[src/rtl/muldiv_pkg.sv]
package muldiv_pkg;

  typedef enum logic [1:0] {
    PH_IDLE,
    PH_SETUP,
    PH_ITER,
    PH_FIX
  } phase_t;

  // two's-complement negate when requested
  function automatic logic [63:0] cond_neg64(input logic [63:0] v, input logic neg);
    return neg ? (~v + 64'd1) : v;
  endfunction

endpackage

[src/rtl/muldiv_ctrl.sv]
module muldiv_ctrl
  import muldiv_pkg::*;
#(
  parameter int STEPS = 32
) (
  input  logic   clk,
  input  logic   rst,
  input  logic   start,
  output phase_t phase,
  output logic   accept,
  output logic   busy,
  output logic   done
);
  localparam int CW = $clog2(STEPS + 1);

  logic [CW-1:0] step_cnt;

  assign accept = (phase == PH_IDLE) && start;

  always_ff @(posedge clk) begin
    if (rst) begin
      phase    <= PH_IDLE;
      step_cnt <= '0;
      busy     <= 1'b0;
      done     <= 1'b0;
    end else begin
      done <= 1'b0;
      case (phase)
        PH_IDLE: begin
          if (start) begin
            phase <= PH_SETUP;
            busy  <= 1'b1;
          end
        end
        PH_SETUP: begin
          phase    <= PH_ITER;
          step_cnt <= '0;
        end
        PH_ITER: begin
          step_cnt <= step_cnt + 1'b1;
          if (step_cnt == CW'(STEPS - 1)) phase <= PH_FIX;
        end
        PH_FIX: begin
          phase <= PH_IDLE;
          busy  <= 1'b0;
          done  <= 1'b1;
        end
        default: phase <= PH_IDLE;
      endcase
    end
  end

endmodule

[src/rtl/muldiv_alu.sv]
module muldiv_alu #(
  parameter int W = 32
) (
  input  logic [W:0]   x,
  input  logic [W:0]   y,
  input  logic         sub,
  output logic [W+1:0] res
);
  // For a subtraction, res[W+1] = 1 means x - y did not borrow.
  always_comb begin
    res = {1'b0, x} + {1'b0, (y ^ {(W+1){sub}})} + (W+2)'(sub);
  end
endmodule

[src/rtl/muldiv_core.sv]
module muldiv_core
  import muldiv_pkg::*;
#(
  parameter int W = 32
) (
  input  logic         clk,
  input  logic         rst,
  input  phase_t       phase,
  input  logic         accept,
  input  logic         op_div_i,
  input  logic         signed_i,
  input  logic [W-1:0] a_i,
  input  logic [W-1:0] b_i,
  output logic [W-1:0] hi,
  output logic [W-1:0] lo
);
  localparam int DW = 2 * W;

  logic          is_div;
  logic          neg_main;
  logic          neg_rem;
  logic [W-1:0]  mag_a;
  logic [W-1:0]  mag_b;
  logic [DW-1:0] acc;

  logic [W:0]    alu_x;
  logic [W:0]    alu_y;
  logic [W+1:0]  alu_r;
  logic          sgn_a;
  logic          sgn_b;

  assign sgn_a = signed_i & a_i[W-1];
  assign sgn_b = signed_i & b_i[W-1];

  // one shared adder: add for multiply, trial subtract for divide
  assign alu_x = is_div ? acc[DW-1:W-1] : {1'b0, acc[DW-1:W]};
  assign alu_y = {1'b0, (is_div ? mag_b : mag_a)};

  muldiv_alu #(.W(W)) u_alu (
    .x   (alu_x),
    .y   (alu_y),
    .sub (is_div),
    .res (alu_r)
  );

  logic [DW-1:0] prod_fix;
  logic [W-1:0]  quo_fix;
  logic [W-1:0]  rem_fix;

  always_comb begin
    prod_fix = DW'(cond_neg64(64'(acc), neg_main));
    quo_fix  = neg_main ? (~acc[W-1:0] + 1'b1) : acc[W-1:0];
    rem_fix  = neg_rem ? (~acc[DW-1:W] + 1'b1) : acc[DW-1:W];
  end

  always_ff @(posedge clk) begin
    if (rst) begin
      is_div   <= 1'b0;
      neg_main <= 1'b0;
      neg_rem  <= 1'b0;
      mag_a    <= '0;
      mag_b    <= '0;
      acc      <= '0;
      hi       <= '0;
      lo       <= '0;
    end else begin
      if (accept) begin
        is_div   <= op_div_i;
        neg_main <= sgn_a ^ sgn_b;
        neg_rem  <= sgn_a;
        mag_a    <= sgn_a ? (~a_i + 1'b1) : a_i;
        mag_b    <= sgn_b ? (~b_i + 1'b1) : b_i;
      end
      case (phase)
        PH_SETUP: acc <= {{W{1'b0}}, (is_div ? mag_a : mag_b)};
        PH_ITER: begin
          if (is_div) begin
            if (alu_r[W+1]) acc <= {alu_r[W-1:0], acc[W-2:0], 1'b1};
            else            acc <= {acc[DW-2:0], 1'b0};
          end else begin
            if (acc[0]) acc <= {alu_r[W:0], acc[W-1:1]};
            else        acc <= {1'b0, acc[DW-1:1]};
          end
        end
        PH_FIX: begin
          if (is_div) begin
            hi <= rem_fix;
            lo <= quo_fix;
          end else begin
            hi <= prod_fix[DW-1:W];
            lo <= prod_fix[W-1:0];
          end
        end
        default: ;
      endcase
    end
  end

endmodule

[src/rtl/muldiv_hilo.sv]
module muldiv_hilo
  import muldiv_pkg::*;
#(
  parameter int W = 32
) (
  input  logic         clk,
  input  logic         rst,
  input  logic         start,
  input  logic         op_div,
  input  logic         is_signed,
  input  logic [W-1:0] opa,
  input  logic [W-1:0] opb,
  output logic         busy,
  output logic         done,
  output logic [W-1:0] hi,
  output logic [W-1:0] lo
);
  phase_t phase;
  logic   accept;

  muldiv_ctrl #(.STEPS(W)) u_ctrl (
    .clk    (clk),
    .rst    (rst),
    .start  (start),
    .phase  (phase),
    .accept (accept),
    .busy   (busy),
    .done   (done)
  );

  muldiv_core #(.W(W)) u_core (
    .clk      (clk),
    .rst      (rst),
    .phase    (phase),
    .accept   (accept),
    .op_div_i (op_div),
    .signed_i (is_signed),
    .a_i      (opa),
    .b_i      (opb),
    .hi       (hi),
    .lo       (lo)
  );

endmodule

[config.mk]
export PLATFORM = sky130hd
export DESIGN_NAME = muldiv_hilo
export DESIGN_NICKNAME = d
export VERILOG_FILES = /design/src/rtl/muldiv_pkg.sv /design/src/rtl/muldiv_ctrl.sv /design/src/rtl/muldiv_alu.sv /design/src/rtl/muldiv_core.sv /design/src/rtl/muldiv_hilo.sv
export SDC_FILE = /design/constraint.sdc
export NUM_CORES = 1
export LEC_CHECK = 0
export BUFFER_PORTS_ARGS = -buffer_cell sky130_fd_sc_hd__buf_2
export CAP_MARGIN = 20
export CORE_MARGIN = 5
export CORE_UTILIZATION = 60
export DETAILED_ROUTE_END_ITERATION = 16
export HOLD_SLACK_MARGIN = 0.06
export PLACE_DENSITY = 0.81
export SLEW_MARGIN = 20
export SYNTH_ARGS = -nofsm -noshare
export SYNTH_HDL_FRONTEND = slang
export SYNTH_SLANG_ARGS = --single-unit
[constraint.sdc]
create_clock -name clk -period 6.5 [get_ports clk]
set_clock_uncertainty 0.1 [all_clocks]
set_input_delay 1.3 -clock clk [delete_from_list [all_inputs] [get_ports clk]]
set_output_delay 1.3 -clock clk [all_outputs]
set_load 0.03 [all_outputs]
Word level (Yosys, flattened, before mapping)
Cells that the tools add are included.

word-level totals
  bits in registers = 205
  bits of input ports = 69
  output and inout bits = 66
  logic and storage cells = 62

operators by class
  $add $sub $neg = 8
  equality and inequality tests = 6
  multiplexer cells = 21
  bitwise operators = 9
  reduce and logical (&&, ||, !) cells = 6

operators with widths
  cell                     count
  $mux W32                 8
  $mux W64                 4
  $add A32 B1 Y32 const B  4
  $not A32 Y32             4
  $pmux W64 S2             1
  $add A64 B1 Y64 const B  1
  $not A64 Y64             1
  $add A33 B33 Y34         1
  $add A34 B1 Y34          1
  $mux W33                 1
  $xor A32 B33 Y33         1
  $pmux W6 S2              1
  $pmux W2 S4              1
  $add A6 B1 Y6 const B    1
  $eq A6 B5 Y1 const B     1
  $eq A2 B2 Y1 const B     2
  $mux W2                  2
  $ne A2 B2 Y1 const B     2
  $reduce_and A2 Y1        2
  $reduce_bool A2 Y1       2
  $and A1 B1 Y1            2
  $eq A2 B1 Y1 const B     1
  $logic_not A2 Y1         1
  $mux W1                  2
  3 further kinds          3

Logic depth before layout (Yosys ltp)
Gate-level depths: netlist of run 1.

  word-level depth = 7
  depth in mapped cells = 21
  mapped depth without buffers = 12

Cells and area by module
A second synthesis of run 1 with hierarchy kept.

second synthesis, totals
  cell total of the unflattened synthesis = 1,876
  area, all modules = 15,481.1 sq um

modules (own cells, without submodules)
  module       instances  cells an instance  area an instance (sq um)  sequential area each (sq um)
  muldiv_core  1          1,518              12,788.5                  3,903.7
  muldiv_alu   1          306                2,209.6                   0.0
  muldiv_ctrl  1          52                 483.0                     200.2

Worst setup path before layout of run 1
Ideal clock, no wire load.

  path kind = register to register
  from = register u_core.is_div
  to = register u_core.acc[62]
  setup time = 122 ps
  arrival time = 4,596 ps
  data required time = 6,278 ps
  setup slack = 1,682 ps
  stages on the path, launching flop included = 18
  buffers on the path = 6
  period minus slack after synthesis = 4,818 ps
  cell sequence = dfxtp_1 -> buf_2 -> clkbuf_1 -> clkbuf_1 -> clkbuf_1 -> buf_1 -> mux2_2 -> ha_1 -> clkbuf_1 -> a21oi_1 -> o21ai_0 -> a2111oi_2 -> o21ai_1 -> a22oi_1 -> nor4_1 -> a2111oi_2 -> xnor2_1 -> o311a_1

between the ends
  word-level cells in the longest chain between the ends = 7
  elaborated cells between the ends (all ways) = 9
  those cells by class = 2 x add/sub; 6 x mux; 1 x bitwise

ends and longest elaborated chain
  element                             RTL line                              text
  start: declaration                  muldiv_core.sv:19                     logic is_div;
  start signal: assignment            muldiv_core.sv:68                     is_div <= op_div_i;
  $mux W32                            muldiv_core.sv:37                     assign alu_y = {1'b0, (is_div ? mag_b : mag_a)};
  $xor A32 B33 Y33                    muldiv_alu.sv:11                      res = {1'b0, x} + {1'b0, (y ^ {(W+1){sub}})} + (W+2)'(sub);
  $add A33 B33 Y34                    muldiv_alu.sv:11
  $add A34 B1 Y34                     muldiv_alu.sv:11
  $mux W64, on equally long branches  muldiv_core.sv:81, muldiv_core.sv:78
  $mux W64 (*)                        muldiv_core.sv:77                     if (is_div) begin
  $pmux W64 S2 (*)                    muldiv_core.sv:74                     case (phase)
  end signal: assignment              muldiv_core.sv:75                     PH_SETUP: acc <= {{W{1'b0}}, (is_div ? mag_a : mag_b)};
  end signal: assignment              muldiv_core.sv:78                     if (alu_r[W+1]) acc <= {alu_r[W-1:0], acc[W-2:0], 1'b1};
  end signal: assignment              muldiv_core.sv:81                     if (acc[0]) acc <= {alu_r[W:0], acc[W-1:1]};
  end: declaration                    muldiv_core.sv:24                     logic [DW-1:0] acc;

Mark *: on every way between the ends. The rest lies on a longest branch, timed or not.
A chain may end at the register's enable or synchronous reset.

Worst setup path in the final report of run 1
  from = register u_core.is_div
  to = register u_core.acc[36]

Same word-level chain as after synthesis.

==> results of run 1 <==
==> cell usage in the layout (no fill, tap or decap), types with 16 or more instances in the layout <==
cell type | netlist | layout
mux2i_1 | 60 | 60
ha_1 | 39 | 37
o21ai_0 | 80 | 80
buf_2 | 7 | 133
nor3_1 | 55 | 55
a21oi_1 | 134 | 134
nand2_1 | 131 | 131
nand4_1 | 20 | 20
o31ai_1 | 20 | 20
nand3_1 | 16 | 16
mux2_2 | 30 | 30
nor2_1 | 291 | 291
dfxtp_1 | 205 | 204
mux4_2 | 31 | 31
or3_1 | 18 | 18
xor2_1 | 81 | 81
clkbuf_16 | 0 | 23
a211oi_1 | 96 | 96
xnor2_1 | 66 | 66
inv_1 | 24 | 24
==> flip-flops by register name, summed over array words and instances, names as in the netlist <==
register and flops:
u_ctrl.busy 1, u_ctrl.done 1, u_core.is_div 1, u_ctrl.phase 2, u_core.mag_a 32, u_core.neg_rem 1
u_core.lo 32, u_core.hi 32, u_core.mag_b 32, u_core.neg_main 1, u_core.acc 64, u_ctrl.step_cnt 6
==> how the worst max path moves through the flow <==
stage,start,end,slack (ps),cells after the start
floorplan,u_core.is_div$_SDFFE_PP0P_,u_core.acc[62]$_SDFFE_PP0P_,1680,17
global placement,u_core.is_div$_SDFFE_PP0P_,u_core.acc[58]$_SDFFE_PP0P_,1830,12
detailed placement,u_core.is_div$_SDFFE_PP0P_,u_core.acc[36]$_SDFFE_PP0P_,1720,12
CTS,u_core.is_div$_SDFFE_PP0P_,u_core.acc[36]$_SDFFE_PP0P_,1700,12
global route,u_core.is_div$_SDFFE_PP0P_,u_core.acc[35]$_SDFFE_PP0P_,1280,11
finish,u_core.is_div$_SDFFE_PP0P_,u_core.acc[36]$_SDFFE_PP0P_,1620,13
==> power groups by stage <==
| stage | sequential, uW | combinational (uW) | clock (uW) |
|---|---|---|---|
| finish | 1850 | 2470 | 1290 |
| global route | 1860 | 2710 | 1360 |
| CTS | 1820 | 2440 | 1300 |
| detailed placement | 1850 | 2430 | 0 |
| global placement | 1840 | 2380 | 0 |
| floorplan | 1740 | 1850 | 0 |
==> cells by family (layout without fill, tap and decap cells) <==
group	count (synthesis)	count (layout)	share of synthesized area (%)
AO/OA/AOI/OAI	458	458	21.4
XOR/XNOR	147	147	9.18
adder cells (fa/ha/maj)	40	40	3.62
buffers and inverters	170	213	4.75
flip-flops	205	205	29.3
multiplexers	121	121	11.7
AND/OR/NAND/NOR	614	614	20.1
==> stage by stage <==
stage / total power [uW] / setup slack (ps) / instance area (sq um) / hold slack, ps
after floorplan: 3600 / 1680 / 14000 / 342
after global placement: 4220 / 1830 / 14700 / 331
after detailed placement: 4280 / 1720 / 14700 / 342
after CTS: 5570 / 1700 / 15400 / 358
after global routing: 5930 / 1280 / 15400 / 390
final: 5600 / 1620 / 15400 / 356
==> worst max-delay path, cell delays in order (launching register included) <==
cell and delay (ps):
dfxtp_4 1050, buf_4 410, mux2_2 370, ha_1 380, a21oi_1 90, o21ai_0 310
nand2_1 110, nand3_1 100, a31oi_1 100, o21ai_2 760, buf_4 370, mux2i_1 210
a22oi_1 100, a22o_1 240
==> layer usage <==
layer,global-route usage [%],vias to the layer above
met5,0,-
met3,5.09,104
li1,-,6398
met2,49.3,679
met1,42.6,6297
met4,9.65,0
==> area by class of cell <==
class | count | area, sq um | area share [%]
multi-input combinational | 1380 | 9270 | 60.1
sequential | 205 | 4110 | 26.7
timing repair buffer | 149 | 798 | 5.18
clock buffer | 35 | 671 | 4.35
tap | 319 | 399 | 2.59
inverter | 25 | 93.8 | 0.609
clock inverter | 4 | 72.6 | 0.471
==> results by group, run 1 <==
Clock tree
  – Clk_lat worst skew: 510 ps
  – CTS tree: done
  – Clk slew on worst S/H paths: 60 ps
  – CTS H-tree depth: 1
  – Max Buffers Root-to-Sink: 3
  – Hold-fix buffer count after cts: 0
  – Clock sink count: 205
  – CTS Root Cell: clkbuf_16
  – Num CTS Buffers: 22
  – Post-CTS setup buffers: 0
  – Post-CTS sizing: 0

Route
  – Metal2 WL: 18900 microns
  – Antenna Violating Nets Remaining: 0
  – Wire per inst: 19.8 microns
  – Top Layer Used: met4
  – DR WL met3: 4290 microns
  – Residual DRC: 0
  – Detailed router's first-iteration violation count: 1340
  – Routed vias: 13478
  – DRT Wirelength: 42000 microns
  – Post-DR vias/cell: 6.37
  – DR pass1 iterations: 6
  – Met1 WL: 17500 microns

Floorplanning
  – Full die area: 26500 sq um
  – Die Span X: 163 microns
  – Core ar.: 23300 sq um
  – Row count: 56
  – I/O pins: 135
  – Die Y: 163 microns
  – Initial core utilization: 60.3%

Finish
  – Syn-to-layout area delta: 9.94%
  – N_diodes: 0
  – Layout cells sized above 1: 14.9%
  – Final Net Count: 1892
  – Fill cells: 2011
  – Final cell count without fillers: 2117
  – Final Core Density: 66.3%

Global routing
  – First-pass GRT wire length: 66800 microns
  – Initial antenna violation count: 0
  – GRT overflow: 0
  – All-layer global routing usage: 30.7%
  – Pin count of the biggest net entering global routing: 92
  – Vias in the first global route: 12438

STA
  – Fin. Hold Viols: 0
  – Period Utilization, post-route: 75.0%
  – Worst-Margin Slew: 1070 ps
  – RSZ-0062 raised after global routing: false
  – Setup TNS: 0 ps
  – FMAX: 205 MHz
  – Worst slew margin: 28.5%
  – Max Transition Viols Final: 0
  – Post-layout minimum cycle time: 4880 ps
  – Final Setup Violations: 0

Placed design
  – Inst Count DP: 2078
  – RD Place Congestion: 1.02
  – HPWL after detailed placement: 31300 microns
  – Port-buffer cells: 134

Critical path
  – Reg2reg path depth: 13
  – Type of origin of the critical path: register
  – WP data required: 6800 ps
  – Worst Setup End Kind: register
  – WP data arrival: 5180 ps
  – Reg2reg setup slack: 1620 ps
  – WS Path Type: register to register
  – CP max FO: 91
  – FF-to-FF Start: u_core.is_div$_SDFFE_PP0P_
  – RR Endpoint: u_core.acc[36]$_SDFFE_PP0P_

Synthesis
  – Number of synthesized flops with an enable pin: 0
  – Register area share after synthesis: 29.3%
  – Dominant synthesized flop cell: dfxtp_1
  – Cell taking the most area after synthesis: dfxtp_1
  – Most frequent cells after synthesis: nor2_1, dfxtp_1, a21oi_1
  – Synthesized flop and latch total: 205
  – FFs w/ async S/R, synth: 0%
  – Syn Std Cell Area: 14000 sq um
  – Syn avg cell area: 7.99 sq um
  – Top-area cell type share of the netlist area: 29.3%
  – Syn nets: 1864
  – Yosys cell types: 76
  – Synth Instances: 1755
  – Synth area leaders: dfxtp_1, nor2_1, a211oi_1
  – Cell with the most instances after synthesis: nor2_1
  – Yosys warning count: 0

Worst hold path
  – Hold WC Path Type: register to register
  – Hold path start: u_core.hi[25]$_SDFFE_PP0P_
  – WHS Path Cells: 2
  – Hold path endpoint: u_core.hi[25]$_SDFFE_PP0P_

Power
  – Switching share of power: 43.0%
  – Leakage Power: 0.00594 uW
  – Cell Int Power: 3200 uW
  – Psw: 2410 uW
  – Seq pwr share: 33.0%
  – PD cells: 364 nW/um^2
  – Maximum VDD drop: 0.273 mV
  – Clk pwr share: 23.0%
  – Comb power frac: 44.0%

Outcome
  – Status: finished clean

Job
  – Max Cap Viol: 0
Power figures use the tool's default switching activity.
==> inputs of run 2 (changes only) <==
--- a/config.mk
+++ b/config.mk
@@ -5,13 +5,14 @@
 export SDC_FILE = /design/constraint.sdc
 export NUM_CORES = 1
 export LEC_CHECK = 0
+export ABC_AREA = 1
 export BUFFER_PORTS_ARGS = -buffer_cell sky130_fd_sc_hd__buf_2
 export CAP_MARGIN = 20
 export CORE_MARGIN = 5
-export CORE_UTILIZATION = 60
+export CORE_UTILIZATION = 56
 export DETAILED_ROUTE_END_ITERATION = 16
 export HOLD_SLACK_MARGIN = 0.06
-export PLACE_DENSITY = 0.81
+export PLACE_DENSITY = 0.78
 export SLEW_MARGIN = 20
 export SYNTH_ARGS = -nofsm -noshare
 export SYNTH_HDL_FRONTEND = slang
==> constraint.sdc (replaced) <==
create_clock -name clk -period 4.3 [get_ports clk]
set_clock_uncertainty 0.1 [all_clocks]
set_input_delay 0.86 -clock clk [delete_from_list [all_inputs] [get_ports clk]]
set_output_delay 0.86 -clock clk [all_outputs]
set_load 0.03 [all_outputs]
==> run 2 against run 1 <==
Wire length is 41% higher. Sequential power up 51%. Largest cell class unchanged. Largest power group unchanged. Fmax increased by 32%. Setup slack worse by 1000 ps.
==> results by group, run 2 <==
Clock tree
  – CTS H-tree depth: 1 (unchanged)
  – Clk_lat worst skew: 550 ps (+40 ps)
  – Clk slew on worst S/H paths: 60 ps (about the same)
  – Clock sink count: 205 (unchanged)
  – CTS tree: done
  – Max Buffers Root-to-Sink: 3 (unchanged)
  – Post-CTS sizing: 0 (unchanged)
  – Post-CTS setup buffers: 0 (unchanged)
  – CTS Root Cell: clkbuf_16
  – Hold-fix buffer count after cts: 0 (unchanged)
  – Num CTS Buffers: 24 (+9.1%)

Floorplanning
  – Die Span X: 182 microns (+12%)
  – Initial core utilization: 57.1% (-3.2 points)
  – Row count: 62 (+11%)
  – Core ar.: 28900 sq um (+24%)
  – I/O pins: 135 (unchanged)
  – Die Y: 182 microns (+12%)
  – Full die area: 33000 sq um (+25%)

Finish
  – Biggest register: u_core.acc
  – Most frequent cells in the layout: nand2_1, o21ai_0, inv_1
  – Max reg flops: 64 (unchanged)
  – Layout cells sized above 1: 9.60% (-5.3 points)
  – Syn-to-layout area delta: 9.40%
  – N_diodes: 0 (unchanged)
  – Final Net Count: 2884 (+52%)
  – Most common cell after layout, fill and taps aside: nand2_1

Synthesis
  – Adder-cell area share of the yosys netlist: 3.07% (-0.55 points)
  – Post-synthesis simple-gate area fraction: 30.4% (+10 points)
  – Cell with the most instances after synthesis: nand2_1
  – Number of synthesized flops with an enable pin: 0 (unchanged)
  – FFs w/ async S/R, synth: 0% (unchanged)
  – Dominant synthesized flop cell: dfxtp_1
  – Synth Instances: 2744 (+56%)
  – Cell taking the most area after synthesis: dfxtp_1
  – Post-synthesis mux area share: 0% (-12 points)
  – Yosys cell types: 59 (-22%)
  – Syn avg cell area: 6.02 sq um (-25%)
  – Post-synthesis xor/xnor area fraction: 5.62% (-3.6 points)
  – Yosys warning count: 0 (unchanged)
  – Top-area cell type share of the netlist area: 24.8% (-4.4 points)
  – Syn Std Cell Area: 16500 sq um (+18%)
  – Synthesized flop and latch total: 205 (unchanged)
  – Synth area leaders: dfxtp_1, nand2_1, o21ai_0
  – Largest family of logic cells by synthesized area: simple AND/OR/NAND/NOR gates
  – Syn nets: 2853 (+53%)
  – Most frequent cells after synthesis: nand2_1, o21ai_0, inv_1
  – Register area share after synthesis: 24.8% (-4.4 points)
  – Compound-gate portion of the synthesized area: 24.6% (+3.1 points)

Critical path
  – WP data required: 4580 ps (-2220 ps)
  – WP data arrival: 3990 ps (-1190 ps)
  – Reg2reg setup slack: 590 ps (-1030 ps)
  – Type of origin of the critical path: register
  – RR Endpoint: u_core.acc[58]$_SDFFE_PP0P_
  – Worst Setup End Kind: register
  – Reg2reg path depth: 15 (+2)
  – CP max FO: 69 (-24%)
  – FF-to-FF Start: u_core.is_div$_SDFFE_PP0P_
  – WS Path Type: register to register

Worst hold path
  – Hold path start: u_core.hi[0]$_SDFFE_PP0P_
  – WHS Path Cells: 2 (unchanged)
  – Hold WC Path Type: register to register
  – Hold path endpoint: u_core.hi[0]$_SDFFE_PP0P_

STA
  – Hold_ws: 379 ps (+23.0 ps)
  – Worst slew margin: 30.6% (+2.1 points)
  – Fin. Hold Viols: 0 (unchanged)
  – FMAX: 270 MHz (+32%)
  – RSZ-0062 raised after global routing: false
  – Worst-Margin Slew: 1040 ps (-32.9 ps)
  – Period Utilization, post-route: 86.2% (+11 points)
  – Setup TNS: 0 ps (unchanged)
  – Post-layout minimum cycle time: 3710 ps (-1170 ps)
  – Final Setup Violations: 0 (unchanged)
  – Max Transition Viols Final: 0 (unchanged)

Job
  – Max Cap Viol: 0 (unchanged)

Route
  – Wire per inst: 18.7 microns (-5.9%)
  – Post-DR vias/cell: 5.92 (-7.0%)
  – DRT Wirelength: 59300 microns (+41%)
  – Residual DRC: 0 (unchanged)
  – Antenna Violating Nets Remaining: 0 (unchanged)
  – Routed vias: 18810 (+40%)
  – DR pass1 iterations: 6 (unchanged)
  – Detailed router's first-iteration violation count: 2782 (+110%)

Global routing
  – Vias in the first global route: 16315 (+31%)
  – Pin count of the biggest net entering global routing: 91 (-1.1%)
  – All-layer global routing usage: 33.8% (+3.1 points)
  – GRT overflow: 0 (unchanged)
  – First-pass GRT wire length: 91200 microns (+37%)
  – Initial antenna violation count: 0 (unchanged)

Power
  – PD cells: 612 nW/um^2 (+68%)
  – Leakage Power: 0.00842 uW (+42%)
  – Power Total: 11100 uW (+97%)
  – Maximum VDD drop: 0.435 mV (+59%)

Placed design
  – Port-buffer cells: 134 (unchanged)
  – RD Place Congestion: 1.02 (+0.96%)
  – HPWL after detailed placement: 45100 microns (+44%)

Outcome
  – Status: finished clean
[run 2: changes by cell type after synthesis, moves of 93 or more]
cell	delta
nand2_1	+462
inv_1	+290
o21ai_0	+247
nand3_1	+163
a21oi_1	+149
a211oi_1	-93
[run 2: final cells by class]
cell class	count	area [sq um]
well taps	384	480
clock inverters	10	169
fillers	2778	10900
clock buffers	33	664
repair buffers	157	881
multi-input cells	2060	10500
flip-flops and latches	205	4110
inverters	327	1230
[run 2: report_power, final]
part	switching [uW]	total [uW]	internal, uW
clock	863	2190	1320
combinational	4350	6090	1740
sequential	456	2790	2330
total	5660	11100	5400
[run 2: cells by family after synthesis]
| kind of cell | after synthesis |
|---|---|
| compound gates | 734 |
| xor+xnor | 106 |
| fa+ha+maj | 40 |
| buf+inv | 479 |
| flops | 205 |
| simple gates | 1180 |
[run 2: how the worst max path moves through the flow]
stage          cells past startpoint                        from  slack, ps                          end
2_1_floorplan                     20  u_core.is_div$_SDFFE_PP0P_       1030  u_core.acc[44]$_SDFFE_PP0P_
3_3_place_gp                      15  u_core.is_div$_SDFFE_PP0P_        820  u_core.acc[60]$_SDFFE_PP0P_
3_5_place_dp                      15  u_core.is_div$_SDFFE_PP0P_        700  u_core.acc[58]$_SDFFE_PP0P_
4_1_cts                           15  u_core.is_div$_SDFFE_PP0P_        690  u_core.acc[58]$_SDFFE_PP0P_
5_1_grt                           16  u_core.is_div$_SDFFE_PP0P_        330  u_core.acc[57]$_SDFFE_PP0P_
6_report                          15  u_core.is_div$_SDFFE_PP0P_        590  u_core.acc[58]$_SDFFE_PP0P_
[run 2: metal layers]
layer  vias to the layer above  wire [microns]  track usage, %
li1                       9091               -               -
met4                         0            2220            11.4
met2                      1111           24500            49.3
met3                       117            6770            4.82
met5                         -               0               0
met1                      8491           25800            50.9
[run 2: worst max-delay path, cell delays in order, from the launching register on]
cell,delay (ps)
dfxtp_4,480
buf_4,570
o21ai_0,360
fa_1,550
nand3_1,120
nand2_1,120
nand2_1,80
nand2_1,130
nand2_1,100
nand2_1,140
nand3_1,180
nand3b_1,170
nand3_1,190
nand3_1,100
nand3_1,90
a21oi_1,70
[run 2: through the flow]
stage	instances	setup slack (ps)	instance area (sq um)	util, %
2_1_floorplan	2744	1030	16500	-
3_3_place_gp	3133	815	17200	59.6
3_5_place_dp	3133	702	17200	59.6
4_1_cts	3176	692	18100	62.5
5_1_grt	3176	333	18100	62.5
6_report	3176	594	18100	62.5
